### config.mk
export PLATFORM = sky130hd
export DESIGN_NAME = dma3d_addr_seq
export DESIGN_NICKNAME = d
export VERILOG_FILES = /design/src/rtl/dma3d_pkg.sv /design/src/rtl/dma3d_evt_gate.sv /design/src/rtl/dma3d_cnt.sv /design/src/rtl/dma3d_addr_walk.sv /design/src/rtl/dma3d_addr_seq.sv
export SDC_FILE = /design/constraint.sdc
export NUM_CORES = 1
export LEC_CHECK = 0
export BUFFER_PORTS_ARGS = -buffer_cell sky130_fd_sc_hd__buf_2
export CORE_ASPECT_RATIO = 0.5
export CORE_MARGIN = 2
export CORE_UTILIZATION = 30
export DETAILED_ROUTE_END_ITERATION = 7
export MAX_ROUTING_LAYER = met4
export PLACE_DENSITY = 0.55
export SLEW_MARGIN = 10
export SYNTH_ARGS = -nofsm -noshare
export SYNTH_HDL_FRONTEND = slang
export SYNTH_SLANG_ARGS = --single-unit
### constraint.sdc
create_clock -name clk -period 5.2 [get_ports clk]
set_clock_uncertainty 0.05 [all_clocks]
set_input_delay 0.26 -clock clk [delete_from_list [all_inputs] [get_ports clk]]
set_output_delay 0.26 -clock clk [all_outputs]
set_load 0.02 [all_outputs]
### src/rtl/dma3d_pkg.sv
package dma3d_pkg;

  typedef enum logic {
    SYNC_ARRAY = 1'b0,
    SYNC_FRAME = 1'b1
  } sync_mode_e;

endpackage

### src/rtl/dma3d_evt_gate.sv
module dma3d_evt_gate (
  input  logic sync_evt_i,
  input  logic sw_evt_i,
  input  logic load_i,
  input  logic active_i,
  input  logic burst_i,
  output logic accept_o,
  output logic reject_o
);

  logic trig;
  logic ready;

  always_comb begin
    trig     = sync_evt_i | sw_evt_i;
    ready    = active_i & ~burst_i;
    accept_o = trig & ready & ~load_i;
    reject_o = trig & ~ready & ~load_i;
  end

endmodule

### src/rtl/dma3d_cnt.sv
module dma3d_cnt
  import dma3d_pkg::*;
#(
  parameter int unsigned CW = 16
) (
  input  logic          clk,
  input  logic          rst_n,
  input  logic          load_i,
  input  logic [CW-1:0] bcnt_i,
  input  logic [CW-1:0] brld_i,
  input  logic [CW-1:0] ccnt_i,
  input  sync_mode_e    mode_i,
  input  logic          step_i,
  output logic          frame_end_o,
  output logic          block_end_o,
  output logic          active_o,
  output logic          burst_o
);

  localparam logic [CW-1:0] ONE  = CW'(1);
  localparam logic [CW-1:0] ZERO = '0;

  logic [CW-1:0] bfix_q, bfix_d;
  logic [CW-1:0] brld_q, brld_d;
  logic [CW-1:0] blive_q, blive_d;
  logic [CW-1:0] beat_q, beat_d;
  logic [CW-1:0] c_q, c_d;
  logic [CW-1:0] rem;

  always_comb begin
    rem         = (beat_q == ZERO) ? bfix_q : beat_q;
    frame_end_o = (mode_i == SYNC_FRAME) ? (rem <= ONE) : (blive_q <= ONE);
    block_end_o = frame_end_o & (c_q == ONE);
    active_o    = (c_q != ZERO);
    burst_o     = (beat_q != ZERO);
  end

  always_comb begin
    bfix_d  = bfix_q;
    brld_d  = brld_q;
    blive_d = blive_q;
    beat_d  = beat_q;
    c_d     = c_q;
    if (load_i) begin
      bfix_d  = bcnt_i;
      brld_d  = brld_i;
      blive_d = bcnt_i;
      beat_d  = ZERO;
      c_d     = (bcnt_i == ZERO) ? ZERO : ccnt_i;
    end else if (step_i) begin
      if (mode_i == SYNC_FRAME) begin
        beat_d = frame_end_o ? ZERO : (rem - ONE);
      end else begin
        blive_d = frame_end_o ? brld_q : (blive_q - ONE);
      end
      if (frame_end_o) begin
        c_d = c_q - ONE;
      end
    end
  end

  always_ff @(posedge clk or negedge rst_n) begin
    if (!rst_n) begin
      bfix_q  <= ZERO;
      brld_q  <= ZERO;
      blive_q <= ZERO;
      beat_q  <= ZERO;
      c_q     <= ZERO;
    end else if (load_i || step_i) begin
      bfix_q  <= bfix_d;
      brld_q  <= brld_d;
      blive_q <= blive_d;
      beat_q  <= beat_d;
      c_q     <= c_d;
    end
  end

endmodule

### src/rtl/dma3d_addr_walk.sv
module dma3d_addr_walk
  import dma3d_pkg::*;
#(
  parameter int unsigned AW = 32,
  parameter int unsigned IW = 16
) (
  input  logic          clk,
  input  logic          rst_n,
  input  logic          load_i,
  input  logic [AW-1:0] base_i,
  input  logic [IW-1:0] bidx_i,
  input  logic [IW-1:0] cidx_i,
  input  sync_mode_e    mode_i,
  input  logic          step_i,
  input  logic          frame_end_i,
  output logic [AW-1:0] addr_o
);

  localparam int unsigned EXT = AW - IW;

  logic [AW-1:0] cur_q, cur_d;
  logic [AW-1:0] frm_q, frm_d;
  logic [IW-1:0] bidx_q, cidx_q;
  logic [AW-1:0] bstep, cstep;

  always_comb begin
    bstep = {{EXT{bidx_q[IW-1]}}, bidx_q};
    cstep = {{EXT{cidx_q[IW-1]}}, cidx_q};
  end

  always_comb begin
    cur_d = cur_q;
    frm_d = frm_q;
    if (load_i) begin
      cur_d = base_i;
      frm_d = base_i;
    end else if (step_i) begin
      if (!frame_end_i) begin
        cur_d = cur_q + bstep;
      end else if (mode_i == SYNC_FRAME) begin
        cur_d = frm_q + cstep;
        frm_d = frm_q + cstep;
      end else begin
        cur_d = cur_q + cstep;
        frm_d = cur_q + cstep;
      end
    end
  end

  always_ff @(posedge clk or negedge rst_n) begin
    if (!rst_n) begin
      bidx_q <= '0;
      cidx_q <= '0;
    end else if (load_i) begin
      bidx_q <= bidx_i;
      cidx_q <= cidx_i;
    end
  end

  always_ff @(posedge clk or negedge rst_n) begin
    if (!rst_n) begin
      cur_q <= '0;
      frm_q <= '0;
    end else if (load_i || step_i) begin
      cur_q <= cur_d;
      frm_q <= frm_d;
    end
  end

  assign addr_o = cur_q;

endmodule

### src/rtl/dma3d_addr_seq.sv
module dma3d_addr_seq
  import dma3d_pkg::*;
#(
  parameter int unsigned AW = 32,
  parameter int unsigned CW = 16,
  parameter int unsigned IW = 16
) (
  input  logic          clk,
  input  logic          rst_n,
  input  logic          cfg_load,
  input  logic [AW-1:0] cfg_src,
  input  logic [AW-1:0] cfg_dst,
  input  logic [CW-1:0] cfg_acnt,
  input  logic [CW-1:0] cfg_bcnt,
  input  logic [CW-1:0] cfg_brld,
  input  logic [CW-1:0] cfg_ccnt,
  input  logic [IW-1:0] cfg_src_bidx,
  input  logic [IW-1:0] cfg_dst_bidx,
  input  logic [IW-1:0] cfg_src_cidx,
  input  logic [IW-1:0] cfg_dst_cidx,
  input  logic          cfg_frame_sync,
  input  logic          sync_evt,
  input  logic          sw_evt,
  output logic          req_valid,
  output logic [AW-1:0] req_src,
  output logic [AW-1:0] req_dst,
  output logic [CW-1:0] req_cnt,
  output logic          busy,
  output logic          done,
  output logic          missed
);

  localparam int unsigned NSIDE = 2;

  sync_mode_e    mode_q;
  logic [CW-1:0] acnt_q;
  logic          frame_end, block_end, active, burst;
  logic          accept, reject, step;
  logic [AW-1:0] base   [NSIDE];
  logic [IW-1:0] bidx   [NSIDE];
  logic [IW-1:0] cidx   [NSIDE];
  logic [AW-1:0] cur    [NSIDE];

  always_comb begin
    base[0] = cfg_src;      base[1] = cfg_dst;
    bidx[0] = cfg_src_bidx; bidx[1] = cfg_dst_bidx;
    cidx[0] = cfg_src_cidx; cidx[1] = cfg_dst_cidx;
  end

  always_ff @(posedge clk or negedge rst_n) begin
    if (!rst_n) begin
      mode_q <= SYNC_ARRAY;
      acnt_q <= '0;
    end else if (cfg_load) begin
      mode_q <= cfg_frame_sync ? SYNC_FRAME : SYNC_ARRAY;
      acnt_q <= cfg_acnt;
    end
  end

  dma3d_evt_gate u_gate (
    .sync_evt_i (sync_evt),
    .sw_evt_i   (sw_evt),
    .load_i     (cfg_load),
    .active_i   (active),
    .burst_i    (burst),
    .accept_o   (accept),
    .reject_o   (reject)
  );

  always_comb begin
    step = ~cfg_load & active & (burst | accept);
  end

  dma3d_cnt #(.CW(CW)) u_cnt (
    .clk         (clk),
    .rst_n       (rst_n),
    .load_i      (cfg_load),
    .bcnt_i      (cfg_bcnt),
    .brld_i      (cfg_brld),
    .ccnt_i      (cfg_ccnt),
    .mode_i      (mode_q),
    .step_i      (step),
    .frame_end_o (frame_end),
    .block_end_o (block_end),
    .active_o    (active),
    .burst_o     (burst)
  );

  for (genvar g = 0; g < NSIDE; g++) begin : g_side
    dma3d_addr_walk #(.AW(AW), .IW(IW)) u_walk (
      .clk         (clk),
      .rst_n       (rst_n),
      .load_i      (cfg_load),
      .base_i      (base[g]),
      .bidx_i      (bidx[g]),
      .cidx_i      (cidx[g]),
      .mode_i      (mode_q),
      .step_i      (step),
      .frame_end_i (frame_end),
      .addr_o      (cur[g])
    );
  end

  always_ff @(posedge clk or negedge rst_n) begin
    if (!rst_n) begin
      req_valid <= 1'b0;
      done      <= 1'b0;
      missed    <= 1'b0;
    end else begin
      req_valid <= step;
      done      <= step & block_end;
      missed    <= reject;
    end
  end

  always_ff @(posedge clk or negedge rst_n) begin
    if (!rst_n) begin
      req_src <= '0;
      req_dst <= '0;
      req_cnt <= '0;
    end else if (step) begin
      req_src <= cur[0];
      req_dst <= cur[1];
      req_cnt <= acnt_q;
    end
  end

  assign busy = active;

endmodule

==> tab_implementation.tex <==
\begin{tabular}{lr}
\hline
Metric & Value \\
\hline
\multicolumn{2}{l}{\textbf{Worst setup path}} \\
\quad List of cells traversed by the critical path & buf\_4 -> mux2\_2 -> ha\_1 -> a21o\_1 -> a221oi\_1 -> nor3\_1 -> nor4b\_1 -> o31ai\_1 -> nand2\_1 -> o21ai\_0 -> a21oi\_1 -> xnor2\_1 -> nand2\_1 -> a2bb2oi\_1 \\
\quad Kind of cell adding the most delay to the critical path & compound AO/OA/AOI/OAI gates \\
\quad Critical Path End Type & register \\
\quad Largest driver fanout on the critical path & 31 \\
\quad Crit path buf inv count & 1 \\
\quad Master of the slowest instance on the critical path & sky130\_fd\_sc\_hd\_\_dfrtp\_4 \\
\quad Largest incremental delay on the critical path & around 790 ps \\
\quad Critical path depth in cells & 14 \\
\quad Reg2reg path depth & 14 \\
\quad Worst EP required & 5640 ps \\
\quad Critical path data arrival time & $\sim$4900 ps \\
\quad Most numerous cell on the critical path & sky130\_fd\_sc\_hd\_\_nand2\_1 \\
\quad Category of the worst setup path launch point & register \\
\quad Category of the most critical setup path & reg -> reg \\
\multicolumn{2}{l}{\textbf{Detailed routing}} \\
\quad Routed length per instance & roughly 18 um \\
\quad Number of vias per cell after detailed routing & 5.042 \\
\quad Final Routed Wirelength & $\sim$75 mm \\
\quad Number of nets still failing antenna checks after routing & 0 \\
\quad Vias & $\sim$21,000 \\
\quad Count of routing violations after the opening detailed-route iteration & about 1,200 \\
\quad Initial DRT Pass Iterations & 6 \\
\quad DRC Markers & 0 \\
\multicolumn{2}{l}{\textbf{Clocking}} \\
\quad CTS Hold Bufs & about 190 \\
\quad Clock tree from TritonCTS & yes \\
\quad Clock slew at reported path FFs & around 60 ps \\
\quad Setup Fix Bufs, Post-CTS & 0 \\
\quad Worst-case clock buffer depth & 3 \\
\quad Number of resized instances in the post-cts repair step & 0 \\
\quad Total clock buffers created by CTS & 42 \\
\quad H-tree Lvls & 2 \\
\quad Total number of clock tree sinks & $\sim$370 \\
\quad Root cell of the clock tree & sky130\_fd\_sc\_hd\_\_clkbuf\_16 \\
\quad Worst skew pair latency & $\sim$570 ps \\
\multicolumn{2}{l}{\textbf{GRT}} \\
\quad First-pass GRT wire length & roughly 120 mm \\
\quad Via count of the first global-routing pass & about 21,000 \\
\quad Total congestion overflow after global routing & 0 \\
\quad Gr usage total & 0.1879 \\
\quad Initial antenna violation count & 6 \\
\quad Pin count of the biggest net entering global routing & around 130 \\
\multicolumn{2}{l}{\textbf{Status}} \\
\quad Outcome & complete, no violations \\
\multicolumn{2}{l}{\textbf{Synth}} \\
\quad Most used DFF post-synth & sky130\_fd\_sc\_hd\_\_dfrtp\_1 \\
\quad Post-synthesis instance area & roughly 23,000 um2 \\
\quad Top cells by instance count after synthesis & sky130\_fd\_sc\_hd\_\_nand2\_1, sky130\_fd\_sc\_hd\_\_dfrtp\_1, sky130\_fd\_sc\_hd\_\_o21ai\_0 \\
\quad Post-synth EDFFs & 0 \\
\quad Synthesized-area fraction occupied by adder cells & 0.07269 \\
\quad Combinational family with the most area after synthesis & compound AO/OA/AOI/OAI gates \\
\quad Cell types with the largest area share after synthesis & sky130\_fd\_sc\_hd\_\_dfrtp\_1, sky130\_fd\_sc\_hd\_\_mux2\_2, sky130\_fd\_sc\_hd\_\_nand2\_1 \\
\quad Xor and xnor fraction of the mapped netlist area & 0.04887 \\
\quad Post-synthesis cell type count & between 80 and 90 \\
\quad Async set or reset register ratio after synthesis & 1.000 \\
\quad Yosys reg bits & approximately 370 \\
\quad Share of cell area taken by muxes after synthesis & 0.09758 \\
\quad Yosys warnings & 0 \\
\quad Simple-gate portion of the synthesized area & 0.1669 \\
\quad Cell with the most instances after synthesis & sky130\_fd\_sc\_hd\_\_nand2\_1 \\
\quad Post-synthesis compound-gate area fraction & 0.1876 \\
\quad Post-synthesis sequential area ratio & 0.3965 \\
\quad Gate Count Post-Synth & 2,616 \\
\quad Avg Cell Area, Syn & around 9.0 um2 \\
\quad Yosys top cell area share & 0.3965 \\
\quad Cell type with the largest total area after synthesis & sky130\_fd\_sc\_hd\_\_dfrtp\_1 \\
\quad Post-synth net total & $\sim$2,900 \\
\multicolumn{2}{l}{\textbf{Die}} \\
\quad Initial core utilization & 0.3034 \\
\quad Top-Level Pins & 282 \\
\quad Core Rows & a little over 70 \\
\quad Placeable core region & 77,380 um2 \\
\quad Height of the die & between 200 and 250 um \\
\quad Floorplan die area & $\sim$81,000 um2 \\
\quad Horizontal die dimension & approximately 400 um \\
\multicolumn{2}{l}{\textbf{Final layout}} \\
\quad Final Net Count & between 3,000 and 4,000 \\
\quad Multi-input combinational cell area & roughly 13,000 um2 \\
\quad Flip-flop and latch area & $\sim$9300 um2 \\
\quad Area growth, synth to finish & 25.14\% \\
\quad Fraction of layout instances using a drive strength above 1 & 0.1905 \\
\quad \# fillers & around 7,800 \\
\multicolumn{2}{l}{\textbf{Timing}} \\
\quad Final hold violation count & 0 \\
\quad Post-layout min period & $\sim$4500 ps \\
\quad Total negative slack & 0 ps \\
\quad Highest attainable clock frequency & between 200 and 250 MHz \\
\quad Setup repair after global routing missed its margin & false \\
\quad Least-Margin Pin Slew & $\sim$1200 ps \\
\quad Worst slew margin & 0.1514 \\
\quad Max-slew violation count & 0 \\
\quad Setup violations, final & 0 \\
\quad Final period util & 0.8593 \\
\multicolumn{2}{l}{\textbf{Placed design}} \\
\quad Routability-driven placement congestion ratio & 0.9043 \\
\quad Number of buffers inserted by port buffering & $\sim$280 \\
\quad Detailed placer's ending HPWL & between 50 and 60 mm \\
\multicolumn{2}{l}{\textbf{Power}} \\
\quad Worst IR drop on VDD & approximately 0.00039 V \\
\quad Leakage Power & around 13 nW \\
\quad Design Power & about 18 mW \\
\quad Ratio of total power to cell area & 603.8 nW/um2 \\
\multicolumn{2}{l}{\textbf{Run}} \\
\quad Count of max-cap constraint violations & 0 \\
\multicolumn{2}{l}{\textbf{Worst hold path}} \\
\quad Type of the most critical hold path & in -> reg \\
\quad Worst hold path stage count & 3 \\
\hline
\end{tabular}
state kept, by name (all words and copies together) (netlist names):
signal,count
acnt_q,16
g_side.u_walk.frm_q,64
u_cnt.beat_q,16
g_side.u_walk.addr_o,64
u_cnt.c_q,16
missed,1
req_src,32
done,1
mode_q,1
u_cnt.bfix_q,16
req_dst,32
u_cnt.blive_q,16
req_cnt,16
req_valid,1
u_cnt.brld_q,16
g_side.u_walk.bidx_q,32
g_side.u_walk.cidx_q,32
cell usage in the layout, fill, tap and decap left out, types with 13 or more instances in the layout:
| cell type | n |
|---|---|
| sky130_fd_sc_hd__nor4_1 | 13 |
| sky130_fd_sc_hd__a21o_1 | 68 |
| sky130_fd_sc_hd__o221ai_1 | 13 |
| sky130_fd_sc_hd__a31oi_1 | 19 |
| sky130_fd_sc_hd__buf_2 | 279 |
| sky130_fd_sc_hd__nand3_1 | 33 |
| sky130_fd_sc_hd__xor2_1 | 49 |
| sky130_fd_sc_hd__xnor2_1 | 82 |
| sky130_fd_sc_hd__nor2b_1 | 17 |
| sky130_fd_sc_hd__mux2_2 | 167 |
| sky130_fd_sc_hd__o21a_1 | 23 |
| sky130_fd_sc_hd__dfrtp_1 | 371 |
| sky130_fd_sc_hd__o21bai_1 | 17 |
| sky130_fd_sc_hd__dlygate4sd3_1 | 193 |
| sky130_fd_sc_hd__clkbuf_16 | 43 |
| sky130_fd_sc_hd__inv_1 | 48 |
| sky130_fd_sc_hd__nand2_1 | 492 |
| sky130_fd_sc_hd__ha_1 | 130 |
| sky130_fd_sc_hd__o211ai_1 | 33 |
| sky130_fd_sc_hd__nor2_1 | 184 |
| sky130_fd_sc_hd__mux2i_1 | 41 |
| sky130_fd_sc_hd__a21oi_1 | 201 |
| sky130_fd_sc_hd__nand2b_1 | 18 |
| sky130_fd_sc_hd__buf_4 | 24 |
| sky130_fd_sc_hd__a211oi_1 | 22 |
| sky130_fd_sc_hd__o21ai_0 | 214 |
| sky130_fd_sc_hd__and2_1 | 13 |
| sky130_fd_sc_hd__and3_1 | 17 |
| sky130_fd_sc_hd__nor3_1 | 32 |
final timing paths:
check	slack [ps]	from	to
worst min register to register	410	acnt_q[14]	req_cnt[14]
worst max-delay path	730	mode_q	g_side[0].u_walk.frm_q[30]
min in group asynchronous	260	rst_n	req_dst[4]
max in group asynchronous	3630	rst_n	req_cnt[3]
worst max register to register	730	mode_q	g_side[0].u_walk.frm_q[30]
worst min-delay path	20	cfg_src[9]	g_side[0].u_walk.frm_q[9]
metrics by stage:
stage	cells	utilization	setup WS (ps)	hold slack, ps	cell area [um2]
global placement	3841	0.3357	883.1	259.0	25980
detailed placement	3841	0.3357	853.3	257.7	25980
finish	4113	0.3797	731.6	24.20	29380
floorplan	2616	-	1216	-85.59	23480
global route	4113	0.3797	532.5	32.49	29380
CTS	4107	0.3795	834.5	14.43	29370
worst register-to-register path, stage by stage (launching register included):
cell and delay, ps:
sky130_fd_sc_hd__dfrtp_4 790, sky130_fd_sc_hd__buf_4 340, sky130_fd_sc_hd__mux2_2 370, sky130_fd_sc_hd__ha_1 370
sky130_fd_sc_hd__a21o_1 230, sky130_fd_sc_hd__a221oi_1 300, sky130_fd_sc_hd__nor3_1 170, sky130_fd_sc_hd__nor4b_1 670
sky130_fd_sc_hd__o31ai_1 270, sky130_fd_sc_hd__nand2_1 150, sky130_fd_sc_hd__o21ai_0 100, sky130_fd_sc_hd__a21oi_1 200
sky130_fd_sc_hd__xnor2_1 140, sky130_fd_sc_hd__nand2_1 90, sky130_fd_sc_hd__a2bb2oi_1 170
where the power goes:
| group | switching (mW) | internal (mW) |
|---|---|---|
| logic | 5.91 | 4.03 |
| registers | 0.821 | 3.77 |
| clock network | 1.28 | 1.94 |
| total | 8.01 | 9.74 |
cell families after synthesis:
kind of cell	Yosys count
fa+ha+maj	134
xor+xnor	131
compound gates	714
mux	208
simple gates	888
buf+inv	169
flops	372
metal layers:
layer | track usage | vias to the layer above | wire, um
met3 | 0.02338 | 137 | 2378
met1 | 0.2352 | 10090 | 33020
met5 | - | - | 0
met4 | 0.06794 | 0 | 2624
li1 | - | 10160 | -
met2 | 0.3117 | 360 | 36540
area by class of cell:
class / instances / share of cell area
timing repair buffer: 502 / 0.1232
clock buffer: 62 / 0.04212
clock inverter: 11 / 0.007367
antenna: 6 / 0.0005110
inverter: 49 / 0.006345
sequential: 372 / 0.3170
tap: 1036 / 0.04412
multi-input combinational: 2075 / 0.4594
(Power assumes the default switching activity.)
